<file path="src/rtl/rtc_pkg.sv">
package rtc_pkg;

    localparam int SEC_W  = 6;
    localparam int MIN_W  = 6;
    localparam int HOUR_W = 5;
    localparam int DAY_W  = 5;
    localparam int MON_W  = 4;
    localparam int YEAR_W = 8;

    localparam int TIME_W = SEC_W + MIN_W + HOUR_W;
    localparam int DATE_W = DAY_W + MON_W + YEAR_W + 1;

    typedef enum logic {
        SYNC_IDLE = 1'b0,
        SYNC_HOLD = 1'b1
    } sync_state_e;

    // Gregorian leap test on a year held as an offset from a base year.
    function automatic logic leap_of_offset(input logic [YEAR_W-1:0] off, input int base);
        int y;
        y = base + int'(off);
        return ((y % 4) == 0 && (y % 100) != 0) || ((y % 400) == 0);
    endfunction

    function automatic logic [DAY_W-1:0] month_days(input logic [MON_W-1:0] mon, input logic leap);
        logic [DAY_W-1:0] n;
        unique case (mon)
            4'd2:                     n = leap ? DAY_W'(29) : DAY_W'(28);
            4'd4, 4'd6, 4'd9, 4'd11:  n = DAY_W'(30);
            default:                  n = DAY_W'(31);
        endcase
        return n;
    endfunction

endpackage

</file>
<file path="src/rtl/rtc_wr_sync.sv">
module rtc_wr_sync
    import rtc_pkg::*;
#(
    parameter int W        = 17,
    parameter int SYNC_LAT = 3
) (
    input  logic         clk,
    input  logic         rst_n,
    input  logic         wr_stb,
    input  logic         tick,
    input  logic [W-1:0] wr_data,
    output logic         busy,
    output logic         commit,
    output logic [W-1:0] held_data
);

    localparam int CNT_W = (SYNC_LAT < 2) ? 1 : $clog2(SYNC_LAT);
    localparam logic [CNT_W-1:0] CNT_INIT = CNT_W'(SYNC_LAT - 1);

    sync_state_e      state_q, state_d;
    logic [CNT_W-1:0] cnt_q;
    logic             expire;

    assign expire = (cnt_q == '0) || tick;

    // next-state logic
    always_comb begin
        state_d = state_q;
        unique case (state_q)
            SYNC_IDLE: if (wr_stb) state_d = SYNC_HOLD;
            SYNC_HOLD: begin
                if (wr_stb)      state_d = SYNC_HOLD;   // re-arm
                else if (expire) state_d = SYNC_IDLE;   // latency or tick commit
            end
            default:   state_d = SYNC_IDLE;
        endcase
    end

    // state register
    always_ff @(posedge clk) begin
        if (!rst_n) state_q <= SYNC_IDLE;
        else        state_q <= state_d;
    end

    // outputs
    always_comb begin
        busy   = 1'b0;
        commit = 1'b0;
        unique case (state_q)
            SYNC_IDLE: begin
                busy   = 1'b0;
                commit = 1'b0;
            end
            SYNC_HOLD: begin
                busy   = 1'b1;
                commit = !wr_stb && expire;
            end
            default: begin
                busy   = 1'b0;
                commit = 1'b0;
            end
        endcase
    end

    // held value and wait counter
    always_ff @(posedge clk) begin
        if (!rst_n) begin
            held_data <= '0;
            cnt_q     <= '0;
        end else if (wr_stb) begin
            held_data <= wr_data;
            cnt_q     <= CNT_INIT;
        end else if (state_q == SYNC_HOLD && cnt_q != '0) begin
            cnt_q     <= cnt_q - 1'b1;
        end
    end

endmodule

</file>
<file path="src/rtl/rtc_time_cnt.sv">
module rtc_time_cnt
    import rtc_pkg::*;
(
    input  logic              clk,
    input  logic              rst_n,
    input  logic              tick,
    input  logic              load,
    input  logic [SEC_W-1:0]  load_sec,
    input  logic [MIN_W-1:0]  load_min,
    input  logic [HOUR_W-1:0] load_hour,
    output logic [SEC_W-1:0]  sec_q,
    output logic [MIN_W-1:0]  min_q,
    output logic [HOUR_W-1:0] hour_q,
    output logic              day_carry
);

    localparam logic [SEC_W-1:0]  SEC_LAST  = SEC_W'(59);
    localparam logic [MIN_W-1:0]  MIN_LAST  = MIN_W'(59);
    localparam logic [HOUR_W-1:0] HOUR_LAST = HOUR_W'(23);

    logic sec_wrap, min_wrap, hour_wrap, step;

    assign step      = tick && !load;
    assign sec_wrap  = sec_q  >= SEC_LAST;
    assign min_wrap  = min_q  >= MIN_LAST;
    assign hour_wrap = hour_q >= HOUR_LAST;
    assign day_carry = step && sec_wrap && min_wrap && hour_wrap;

    always_ff @(posedge clk) begin
        if (!rst_n) begin
            sec_q  <= '0;
            min_q  <= '0;
            hour_q <= '0;
        end else if (load) begin
            sec_q  <= load_sec;
            min_q  <= load_min;
            hour_q <= load_hour;
        end else if (step) begin
            if (!sec_wrap) begin
                sec_q <= sec_q + 1'b1;
            end else begin
                sec_q <= '0;
                if (!min_wrap) begin
                    min_q <= min_q + 1'b1;
                end else begin
                    min_q  <= '0;
                    hour_q <= hour_wrap ? '0 : hour_q + 1'b1;
                end
            end
        end
    end

endmodule

</file>
<file path="src/rtl/rtc_date_cnt.sv">
module rtc_date_cnt
    import rtc_pkg::*;
#(
    parameter int BASE_YEAR = 1970
) (
    input  logic              clk,
    input  logic              rst_n,
    input  logic              advance,
    input  logic              load,
    input  logic [DAY_W-1:0]  load_day,
    input  logic [MON_W-1:0]  load_mon,
    input  logic [YEAR_W-1:0] load_year,
    input  logic              load_leap,
    output logic [DAY_W-1:0]  day_q,
    output logic [MON_W-1:0]  mon_q,
    output logic [YEAR_W-1:0] year_q,
    output logic              leap_q
);

    localparam logic [MON_W-1:0] MON_LAST = MON_W'(12);

    logic [DAY_W-1:0]  last_day;
    logic [YEAR_W-1:0] year_next;
    logic              leap_next;

    assign last_day  = month_days(mon_q, leap_q);
    assign year_next = year_q + 1'b1;
    assign leap_next = leap_of_offset(year_next, BASE_YEAR);

    always_ff @(posedge clk) begin
        if (!rst_n) begin
            day_q  <= DAY_W'(1);
            mon_q  <= MON_W'(1);
            year_q <= '0;
            leap_q <= 1'b0;
        end else if (load) begin
            day_q  <= load_day;
            mon_q  <= load_mon;
            year_q <= load_year;
            leap_q <= load_leap;
        end else if (advance) begin
            if (day_q < last_day) begin
                day_q <= day_q + 1'b1;
            end else begin
                day_q <= DAY_W'(1);
                if (mon_q < MON_LAST) begin
                    mon_q <= mon_q + 1'b1;
                end else begin
                    mon_q  <= MON_W'(1);
                    year_q <= year_next;
                    leap_q <= leap_next;
                end
            end
        end
    end

endmodule

</file>
<file path="src/rtl/cal_rtc_core.sv">
module cal_rtc_core
    import rtc_pkg::*;
#(
    parameter int ADDR_W    = 4,
    parameter int DATA_W    = 32,
    parameter int SYNC_LAT  = 3,
    parameter int BASE_YEAR = 1970
) (
    input  logic              clk,
    input  logic              rst_n,
    input  logic              tick,
    input  logic              wr_en,
    input  logic [ADDR_W-1:0] addr,
    input  logic [DATA_W-1:0] wdata,
    output logic [DATA_W-1:0] rdata
);

    localparam logic [ADDR_W-1:0] OFF_CTRL = ADDR_W'(0);
    localparam logic [ADDR_W-1:0] OFF_DATE = ADDR_W'(4);
    localparam logic [ADDR_W-1:0] OFF_TIME = ADDR_W'(8);
    localparam int BIT_TBUSY = 8;
    localparam int BIT_DBUSY = 7;
    localparam int POS_MIN   = 8;
    localparam int POS_HOUR  = 16;
    localparam int POS_MON   = 8;
    localparam int POS_YEAR  = 16;
    localparam int POS_LEAP  = 24;

    logic              time_wr, date_wr;
    logic              time_busy, date_busy, time_commit, date_commit;
    logic [TIME_W-1:0] time_in, time_held;
    logic [DATE_W-1:0] date_in, date_held;
    logic              day_carry;
    logic [SEC_W-1:0]  sec_q;
    logic [MIN_W-1:0]  min_q;
    logic [HOUR_W-1:0] hour_q;
    logic [DAY_W-1:0]  day_q;
    logic [MON_W-1:0]  mon_q;
    logic [YEAR_W-1:0] year_q;
    logic              leap_q;
    logic              unused_wdata;

    assign time_wr = wr_en && (addr == OFF_TIME);
    assign date_wr = wr_en && (addr == OFF_DATE);

    assign time_in = {wdata[POS_HOUR +: HOUR_W], wdata[POS_MIN +: MIN_W], wdata[0 +: SEC_W]};
    assign date_in = {wdata[POS_LEAP], wdata[POS_YEAR +: YEAR_W],
                      wdata[POS_MON +: MON_W], wdata[0 +: DAY_W]};
    assign unused_wdata = ^{wdata[7:6], wdata[15:14], wdata[DATA_W-1:POS_LEAP+1]};

    rtc_wr_sync #(.W(TIME_W), .SYNC_LAT(SYNC_LAT)) u_time_sync (
        .clk       (clk),
        .rst_n     (rst_n),
        .wr_stb    (time_wr),
        .tick      (tick),
        .wr_data   (time_in),
        .busy      (time_busy),
        .commit    (time_commit),
        .held_data (time_held)
    );

    rtc_wr_sync #(.W(DATE_W), .SYNC_LAT(SYNC_LAT)) u_date_sync (
        .clk       (clk),
        .rst_n     (rst_n),
        .wr_stb    (date_wr),
        .tick      (tick),
        .wr_data   (date_in),
        .busy      (date_busy),
        .commit    (date_commit),
        .held_data (date_held)
    );

    rtc_time_cnt u_time_cnt (
        .clk       (clk),
        .rst_n     (rst_n),
        .tick      (tick),
        .load      (time_commit),
        .load_sec  (time_held[0 +: SEC_W]),
        .load_min  (time_held[SEC_W +: MIN_W]),
        .load_hour (time_held[SEC_W+MIN_W +: HOUR_W]),
        .sec_q     (sec_q),
        .min_q     (min_q),
        .hour_q    (hour_q),
        .day_carry (day_carry)
    );

    rtc_date_cnt #(.BASE_YEAR(BASE_YEAR)) u_date_cnt (
        .clk       (clk),
        .rst_n     (rst_n),
        .advance   (day_carry),
        .load      (date_commit),
        .load_day  (date_held[0 +: DAY_W]),
        .load_mon  (date_held[DAY_W +: MON_W]),
        .load_year (date_held[DAY_W+MON_W +: YEAR_W]),
        .load_leap (date_held[DATE_W-1]),
        .day_q     (day_q),
        .mon_q     (mon_q),
        .year_q    (year_q),
        .leap_q    (leap_q)
    );

    // read packing
    always_comb begin
        rdata = '0;
        unique case (addr)
            OFF_CTRL: begin
                rdata[BIT_TBUSY] = time_busy;
                rdata[BIT_DBUSY] = date_busy;
            end
            OFF_DATE: begin
                rdata[0 +: DAY_W]         = day_q;
                rdata[POS_MON +: MON_W]   = mon_q;
                rdata[POS_YEAR +: YEAR_W] = year_q;
                rdata[POS_LEAP]           = leap_q;
            end
            OFF_TIME: begin
                rdata[0 +: SEC_W]         = sec_q;
                rdata[POS_MIN +: MIN_W]   = min_q;
                rdata[POS_HOUR +: HOUR_W] = hour_q;
            end
            default: rdata = '0;
        endcase
    end

endmodule

</file>
<file path="config.mk">
export PLATFORM = sky130hd
export DESIGN_NAME = cal_rtc_core
export DESIGN_NICKNAME = d
export VERILOG_FILES = /design/src/rtl/rtc_pkg.sv /design/src/rtl/rtc_wr_sync.sv /design/src/rtl/rtc_time_cnt.sv /design/src/rtl/rtc_date_cnt.sv /design/src/rtl/cal_rtc_core.sv
export SDC_FILE = /design/constraint.sdc
export NUM_CORES = 1
export LEC_CHECK = 0
export BUFFER_PORTS_ARGS = -buffer_cell sky130_fd_sc_hd__buf_4
export CAP_MARGIN = 20
export CORE_ASPECT_RATIO = 1.75
export CORE_MARGIN = 2
export CORE_UTILIZATION = 35
export CTS_CLUSTER_SIZE = 14
export DETAILED_ROUTE_END_ITERATION = 10
export GPL_TIMING_DRIVEN = 0
export REMOVE_ABC_BUFFERS = 1
export SYNTH_ARGS = -nofsm -noshare
export SYNTH_HDL_FRONTEND = slang
export SYNTH_HIERARCHICAL = 1
export SYNTH_SLANG_ARGS = --single-unit
</file>
<file path="constraint.sdc">
create_clock -name clk -period 4.7 [get_ports clk]
set_input_delay 1.175 -clock clk [delete_from_list [all_inputs] [get_ports clk]]
set_output_delay 1.175 -clock clk [all_outputs]
set_load 0.03 [all_outputs]
</file>
# == Word-level counts from Yosys, hierarchy flattened ==
# Index checks and enable logic that the tools add are counted.
# classes
n_bitwise,4
shift,0
n_lt_le_gt_ge,5
multipliers,0
eq_ne,9
n_reduce_logical,39
n_div,2
muxes,53
n_addsub,9
# ops
operator,n
zero test 32 bit,2
two-way mux 6 bit,7
two-way mux 5 bit,8
remainder unit 32 x 10 -> 32 bit (second input constant),1
remainder unit 32 x 8 -> 32 bit (second input constant),1
two-way mux 8 bit,4
nonzero test 32 bit,1
case mux 5 bit (2 select lines),3
two-way mux 4 bit,5
nonzero test 2 bit,8
two-way mux 1 bit,13
adder 11 x 8 -> 12 bit (first input constant),1
adder 6 x 1 -> 6 bit (second input constant),2
== test 4 x 3 -> 1 bit (second input constant),3
== test 4 bit (second input constant),3
>= comparator 6 bit (second input constant),2
case mux 1 bit (2 select lines),6
logical AND 1 bit,11
adder 5 x 1 -> 5 bit (second input constant),2
two-way mux 2 bit,5
adder 8 x 1 -> 8 bit (second input constant),1
case mux 3 bit (2 select lines),1
AND reduction 3 bit,2
OR reduction 2 bit,3
16 further kinds,26
# totals
romBits,0
ff_bits,76
inputBits,40
latchBits,0
mem_bits_rw,0
n_memories,0
out_inout_bits,32
wordCells,136

# == Logic depth before layout (Yosys ltp) ==
# Gate-level depths: netlist of the first run.
# depth
word_depth,12
mapped_depth,22

# == By module ==
# The synthesis of the first run kept the hierarchy.
# by_module_without_submodules
module,cells_per_inst,n_inst,seq_area_each_um2,area_per_inst_um2
rtc_date_cnt,380,1,360.3,2825.2
rtc_time_cnt,136,1,340.3,1087.3
rtc_wr_sync (u_date_sync),74,1,420.4,867.1
rtc_wr_sync (u_time_sync),70,1,400.4,802.0
cal_rtc_core,43,1,0.0,364.1

# == Worst setup path after synthesis of the first run ==
# Ideal clock, no wire load.
# synth_timing
path_kind,reg-to-reg
start,reg u_date_cnt.year_q[1]
end,reg u_date_cnt.leap_q
required_ns,4.626
t_arrival_ns,4.504
stages_incl_launch_ff,23
period_less_slack_ns,4.578
path_slack_ns,0.122
path_buffers,1
cell_sequence,dfxtp_1 buf_2 inv_1 ha_1 inv_1 ha_1 inv_1 o2111ai_2 nand2_1 nand2_1 ha_1 nor2b_1 o2111ai_2 nand2_1 nand3b_4 a2111oi_2 a2bb2oi_2 or2_4 a21oi_4 o221ai_1 xnor2_1 mux2_1 a31oi_1
# synth_between
elab_chain_len,11
elab_cells_between_ends,15
classes_between,2 x add/sub; 2 x div; 4 x mux; 1 x bitwise; 6 x reduce/logical
# synth_lines
element,line_no,text
start: declaration,rtc_date_cnt.sv:16,"output logic [YEAR_W-1:0] year_q,"
start signal: assignment,rtc_date_cnt.sv:39,year_q <= load_year;
start signal: assignment,rtc_date_cnt.sv:50,year_q <= year_next;
adder 8 x 1 -> 8 bit *,rtc_date_cnt.sv:27,assign year_next = year_q + 1'b1;
adder 11 x 8 -> 12 bit *,rtc_pkg.sv:21,y = base + int'(off);
"parallel branches: the longest is 4 deep, another holds remainder unit 32 x 8 -> 32 bit",--,
logical OR 1 bit *,rtc_pkg.sv:22,return ((y % 4) == 0 && (y % 100) != 0) || ((y % 400) == 0);
two-way mux 1 bit *,rtc_date_cnt.sv:46,if (mon_q < MON_LAST) begin
two-way mux 1 bit *,rtc_date_cnt.sv:42,if (day_q < last_day) begin
two-way mux 1 bit *,rtc_date_cnt.sv:41,end else if (advance) begin
two-way mux 1 bit *,rtc_date_cnt.sv:36,end else if (load) begin
end signal: assignment,rtc_date_cnt.sv:40,leap_q <= load_leap;
end signal: assignment,rtc_date_cnt.sv:51,leap_q <= leap_next;
end: declaration,rtc_date_cnt.sv:17,output logic leap_q
# Every way passes the cells marked *. The select of a mux whose other input is x is not followed.
# A chain may end at the register's enable or synchronous reset.

# == Worst setup path after layout of the first run ==
# layout_timing
start,reg u_date_cnt.year_q[0]
end,reg u_date_cnt.leap_q
# The elaborated chain is that of the path after synthesis.

==> out/qor.yml, run 1 <==
switchingPower_uw: 348.1
synth_cell_types: 99
layout_min_cycle_time_ps: 4509
async_flop_share: 0
grt_max_degree: 73
rows: 63
cp.arrival_ps: 4770
mostFrequentLayoutCells: "buf_4, dfxtp_1, nor2b_1"
final_common_cell: "buf_4"
drt-met1-wl_um: 6093
grt_usage: 0.1857
worstHoldEndpoint: "u_time_cnt/sec_q[5]"
die_w_um: 102.5
seq_power_share: 0.439
synth_cells: 703
synth-compound-area-share: 0.2548
die_h_um: 176.4
num-nets-final: 808
path_max_fanout: 10
cp-start-kind: "flop"
r2r_start: "u_date_cnt/year_q[0]"
clockPowerShare: 0.500
p_int_uw: 1155
yosys.area_share.adder: 0.04209
final-setup-viol-count: 0
core-area_sq_um: 16790
status: "complete, no violations"
synth_mux_area_frac: 0.09133
synth_top_family_by_area: "simple AND/OR/NAND/NOR gates"
finalCritPeriodShare: 0.9595
post_synth_and_or_nand_nor_area_fraction: 0.2557
drt_iter0_drc: 247
reg2regPathDepth: 20
top_layer: "met4"
port_buffers: 50
gp_congestion: 0.8561
diodes: 0
detail-route-antenna-nets: 0
drive_above_1_share: 0.2457
vias: 5463
syn_area_per_cell_sq_um: 8.458
grt_pass1_wl_um: 26380
rr_endpoint: "u_date_cnt/leap_q"
dieArea_sq_um: 18090
relSlewSlack: 0.4638
postLayoutCoreUtil: 0.4288
cts_made_buffers: 9
start_util: 0.3541
final_area_sq_um: 7199
dr_wl_met2_um: 9230
hold_violations: 0
ys.flop_type: "dfxtp_1"
routedWlPerCell_um: 16.95
viasPerCell: 5.574
worstPathRequired_ps: 4960
wl_met3_um: 372
clockBufferDepth: 2
clockRootBuffer: "clkbuf_16"
dp_hpwl_um: 11850
hold_slack_ps: 462.3
powerDensity_nw_per_um2: 208.8
path_clk_slew_ps: 60
ys_ff_latch: 76
grt_pass1_vias: 5324
p_leak_uw: 0.002523
clock.fmax_ghz: 0.2218
htreeDepth: 3
pwr-share-comb: 0.061
mappedNetlistArea_sq_um: 5946
r2r_slack_ps: 190
totalWireLength_um: 16610
ys_seq_area_frac: 0.2559
pin_count: 72
hp-start: "u_time_sync/held_data[5]"
remaining_drc_errors: 0
cts_sinks: 76
antenna_found_initial: 0
hold_depth: 2
ys_warn_count: 6
synth-edff-count: 0
synthXorXnorAreaFrac: 0.02757
place_area_sq_um: 6355
power.total_uw: 1504
area_delta_synth_final_pct: 21.09
first_pass_iters: 4
tightestPinTransition_ps: 804.3
drv_slew: 0
crit_type: "flop to flop"
clock_latency_ps: 350
finClkSkew_ps: 8.973
gr-total-overflow: 0
tritoncts: "built"
p_sw_frac: 0.2315
end_kind: "flop"
ir_drop_uv: 232.2
min_path_type: "flop to flop"
drv_cap: 0
==> how the worst max path moves through the flow <==
stage,from,to,cells after the start
4_1_cts,u_date_cnt/year_q[0],u_date_cnt/leap_q,18
5_1_grt,u_date_cnt/year_q[0],u_date_cnt/leap_q,21
2_1_floorplan,addr[2],u_date_cnt/leap_q,12
3_3_place_gp,addr[2],u_date_cnt/leap_q,13
6_report,u_date_cnt/year_q[0],u_date_cnt/leap_q,20
3_5_place_dp,addr[1],u_date_cnt/leap_q,15
==> Yosys cell counts, types with 6 or more instances <==
| cell | number | area [sq um] |
|---|---|---|
| a211oi_1 | 10 | 75.07 |
| a21oi_1 | 41 | 205.2 |
| a221oi_1 | 6 | 52.55 |
| a22o_1 | 8 | 70.07 |
| a31oi_1 | 19 | 118.9 |
| and2_1 | 22 | 137.6 |
| and3_1 | 7 | 43.79 |
| buf_4 | 15 | 112.6 |
| buf_6 | 9 | 101.4 |
| clkbuf_1 | 18 | 67.56 |
| dfxtp_1 | 76 | 1521 |
| ha_1 | 20 | 250.2 |
| inv_1 | 18 | 67.56 |
| mux2i_1 | 48 | 480.5 |
| nand2_1 | 43 | 161.4 |
| nand3_1 | 27 | 135.1 |
| nor2_1 | 39 | 146.4 |
| nor2b_1 | 49 | 306.5 |
| nor3_1 | 12 | 60.06 |
| nor3b_1 | 7 | 52.55 |
| o211ai_1 | 14 | 105.1 |
| o21a_1 | 7 | 52.55 |
| o21ai_0 | 33 | 165.2 |
| or3_1 | 8 | 50.05 |
| xnor2_1 | 12 | 105.1 |
==> per-stage QoR <==
step	worst slack [ps]	setup TNS, ps	cells
floorplan	-1156	-10550	660
global route	-8.618	-8.618	980
detailed placement	-1073	-5288	941
finish	190.6	0	980
global placement	-3582	-66040	937
CTS	24.30	0	974
==> power groups by stage <==
stage                     combinational (uW)  clock (uW)  sequential (uW)
after floorplan                         46.9           0              674
after global placement                  89.0           0              677
after detailed placement                90.5           0              677
after CTS                               91.4         765              661
after global routing                    99.1         788              662
final                                   91.2         752              661
==> per-layer routing <==
metal | up-vias | GRT usage
li1 | 2666 | -
met1 | 2610 | 0.1872
met2 | 130 | 0.3499
met3 | 57 | 0.02059
met4 | 0 | 0.1139
met5 | - | 0
==> area by class of cell <==
| class | count | area (sq um) |
|---|---|---|
| Sequential cell | 76 | 1535 |
| Inverter | 19 | 71.32 |
| Clock buffer | 10 | 229.0 |
| Tap cell | 227 | 284.0 |
| Fill cell | 1657 | 9590 |
| Clock inverter | 6 | 88.84 |
| Multi-Input combinational cell | 565 | 4369 |
| Timing Repair Buffer | 77 | 621.8 |
==> critical path: stages (launching register included) <==
cell and delay, ps:
dfxtp_4 360, buf_4 150, ha_4 310, inv_1 100
and3_1 230, a221oi_4 340, nor2_2 80, nor2_1 100
ha_1 270, nand2_1 90, a211oi_2 70, o31a_1 270
a31oi_2 250, and2_4 220, mux2_4 380, a211oi_2 280
a31oi_4 90, and2_1 220, a211o_1 250, and3_1 150
a31oi_1 180
==> state kept, by name, summed over array words and instances (netlist names) <==
| name | flops |
|---|---|
| u_date_cnt/day_q | 5 |
| u_date_cnt/year_q | 8 |
| u_time_cnt/sec_q | 6 |
| u_time_cnt/min_q | 6 |
| u_time_sync/cnt_q | 2 |
| u_date_sync/cnt_q | 2 |
| u_date_sync/held_data | 18 |
| u_time_cnt/hour_q | 5 |
| u_time_sync/held_data | 17 |
| u_time_sync/state_q | 1 |
| u_date_sync/state_q | 1 |
| u_date_cnt/leap_q | 1 |
| u_date_cnt/mon_q | 4 |
==> kinds of logic after synthesis <==
| group | Yosys count |
|---|---|
| buffers and inverters | 71 |
| muxes | 53 |
| and+or+nand+nor | 259 |
| adders and majority gates | 20 |
| other | 1 |
| AOI/OAI and AO/OA | 206 |
| DFF | 76 |
| xor gates and xnor gates | 17 |
==> timing repair <==
action | 4_1_cts | 5_1_grt
setup endpoints to repair | 8 | 1
hold buffers | 0 | 0
buffers inserted | 17 | 6
pin swaps | 7 | 5
gates resized for setup | 21 | 40
No activity file was read; power rests on OpenSTA's default activity.
==> run 2: changes to the inputs <==
Settings changed: CELL_PAD_IN_SITES_DETAIL_PLACEMENT set to 0, CELL_PAD_IN_SITES_GLOBAL_PLACEMENT set to 1, CTS_BUF_LIST set to sky130_fd_sc_hd__clkbuf_4, PLACE_DENSITY_LB_ADDON set to 0.1.
==> out/qor.yml, run 2 (synthesis gave the netlist of run 1 again) <==
gr-total-overflow: 0  # unchanged
p_sw_frac: 0.2671  # +0.03555
clock.fmax_ghz: 0.2224  # +0.27%
drt_iter0_drc: 174  # -30%
hp-start: "u_date_sync/held_data[9]"
num-nets-final: 807  # -0.12%
cts_made_buffers: 9  # unchanged
core-area_sq_um: 16790  # unchanged
reg2regPathDepth: 20  # unchanged
status: "complete, no violations"
hold_violations: 0  # unchanged
rsz0062_at_grt: "no"
first_pass_iters: 4  # unchanged
grt_usage: 0.2051  # +0.01945
rows: 63  # unchanged
r2r_start: "u_date_cnt/year_q[1]"
dieArea_sq_um: 18090  # unchanged
finalCritPeriodShare: 0.9569  # -0.002593
powerDensity_nw_per_um2: 158.3  # -24%
postLayoutCoreUtil: 0.4123  # -0.01647
clockPowerShare: 0.313  # -0.187
area_delta_synth_final_pct: 16.44
tritoncts: "built"
clockRootBuffer: "clkbuf_4"
layout_min_cycle_time_ps: 4497  # -12.19 ps
hold_depth: 2  # unchanged
grt_max_degree: 73  # unchanged
p_int_uw: 803.4  # -30%
drv_cap: 0  # unchanged
grt_pass1_vias: 5384  # +1.1%
dp_hpwl_um: 13480  # +14%
grt_pass1_wl_um: 28710  # +8.8%
gp_congestion: 0.8663  # +1.2%
start_util: 0.3541  # unchanged
worstHoldEndpoint: "u_date_cnt/year_q[0]"
cts_hold_buf: 0  # unchanged
cp.arrival_ps: 4870  # +100 ps
routedWlPerCell_um: 18.44  # +8.8%
pin_count: 72  # unchanged
p_leak_uw: 0.002405  # -4.7%
die_h_um: 176.4  # unchanged
switchingPower_uw: 292.8  # -16%
cp-start-kind: "flop"
totalWireLength_um: 18060  # +8.7%
drive_above_1_share: 0.2330  # -0.01266
r2r_slack_ps: 200  # about the same
crit_type: "flop to flop"
drv_slew: 0  # unchanged
final-setup-viol-count: 0  # unchanged
relSlewSlack: 0.4366  # -0.02725
seq_power_share: 0.602  # +0.163
remaining_drc_errors: 0  # unchanged
path_clk_slew_ps: 120  # +60 ps
die_w_um: 102.5  # unchanged
worstPathRequired_ps: 5080  # +120 ps
path_max_fanout: 10  # unchanged
finClkSkew_ps: 23.82  # +14.85 ps
tightestPinTransition_ps: 845.1  # +40.88 ps
largest_reg_flops: 18  # unchanged
ir_drop_uv: 136.9  # -41%
top_regs: "u_date_sync/held_data x18, u_time_sync/held_data x17, u_date_cnt/year_q x8"
power.total_uw: 1096  # -27%
pwr-share-comb: 0.085  # +0.024
clock_latency_ps: 440  # +90 ps
end_kind: "flop"
antenna_found_initial: 1  # +1
cts_sinks: 76  # unchanged
clockBufferDepth: 2  # unchanged
vias: 5329  # -2.5%
min_path_type: "flop to flop"
top_register: "u_date_sync/held_data"
port_buffers: 50  # unchanged
detail-route-antenna-nets: 0  # unchanged
viasPerCell: 5.443  # -2.4%
htreeDepth: 3  # unchanged
rr_endpoint: "u_date_cnt/leap_q"
mostFrequentLayoutCells: "buf_4, dfxtp_1, nor2b_1"
==> run 2: cell types whose count changed in the layout (fill, tap and decap cells not counted), moves of 2 or more <==
cell / before / now
clkbuf_4: 0 / 11
clkbuf_16: 9 / 0
and2_2: 2 / 0
buf_8: 0 / 2
bufinv_16: 2 / 0
clkinv_1: 0 / 2
clkinvlp_4: 2 / 0
xnor2_2: 2 / 0
==> run 2: per-layer routing <==
| metal | vias to the layer above | share of wire | GRT usage |
|---|---|---|---|
| met1 | 2572 | 0.37 | 0.2086 |
| met4 | 0 | 0.020 | 0.07222 |
| met3 | 21 | 0.024 | 0.02415 |
| met2 | 77 | 0.58 | 0.4099 |
| met5 | - | 0 | 0 |
| li1 | 2659 | - | - |
==> run 2: worst max-delay path, cell delays in order (launching register included) <==
cell and delay, ps:
dfxtp_4 400, inv_1 80, ha_4 330, inv_1 120, and3_1 230, a221oi_4 340, nor2_2 90, nor2_2 130
ha_4 230, nand2_1 90, a211oi_2 80, o31a_1 300, a31oi_4 210, and2_4 200, mux2_4 370, a31oi_1 230
a31oi_2 200, and2_1 240, a211o_1 250, and3_1 150, a31oi_1 160
==> run 2: area by class of cell <==
type	count	area (sq um)
tap	227	284.0
clock buffer	11	82.58
antenna	1	2.502
clock inverter	4	17.52
multi-input combinational	565	4333
fill	1743	9867
inverter	19	71.32
sequential	76	1535
timing repair buffer	76	596.8
==> run 2: how the worst max path moves through the flow <==
stage,cells past startpoint,to,from
after floorplan,12,u_date_cnt/leap_q,addr[2]
after global placement,13,u_date_cnt/leap_q,addr[2]
after detailed placement,16,u_date_cnt/leap_q,addr[1]
after CTS,21,u_date_cnt/leap_q,u_date_cnt/year_q[0]
after global routing,15,u_date_cnt/leap_q,addr[2]
final,20,u_date_cnt/leap_q,u_date_cnt/year_q[1]
==> run 2: repair_timing <==
action | in CTS | in global routing
endpoints found under the setup margin | 10 | 1
buffers inserted | 13 | 8
pin swaps | 10 | 8
gates resized for setup | 31 | 23
==> run 2: through the flow <==
stage          worst slack [ps]  instances  area [sq um]  setup TNS (ps)  hold WS (ps)
3_5_place_dp              -1402        942          6356          -11060         473.6
6_report                  202.8        979          6923               0         470.6
5_1_grt                   1.193        979          6923               0         520.5
4_1_cts                   18.25        970          6711               0         477.9
3_3_place_gp              -3830        937          6282          -79970         462.9
2_1_floorplan             -1156        660          5623          -10550         440.4
==> run 2: power groups by stage <==
stage | clock [uW] | sequential [uW] | combinational [uW]
global placement | 0 | 677 | 89.0
global route | 384 | 663 | 101
floorplan | 0 | 674 | 46.9
CTS | 363 | 661 | 93.9
detailed placement | 0 | 677 | 91.8
finish | 343 | 660 | 93.0
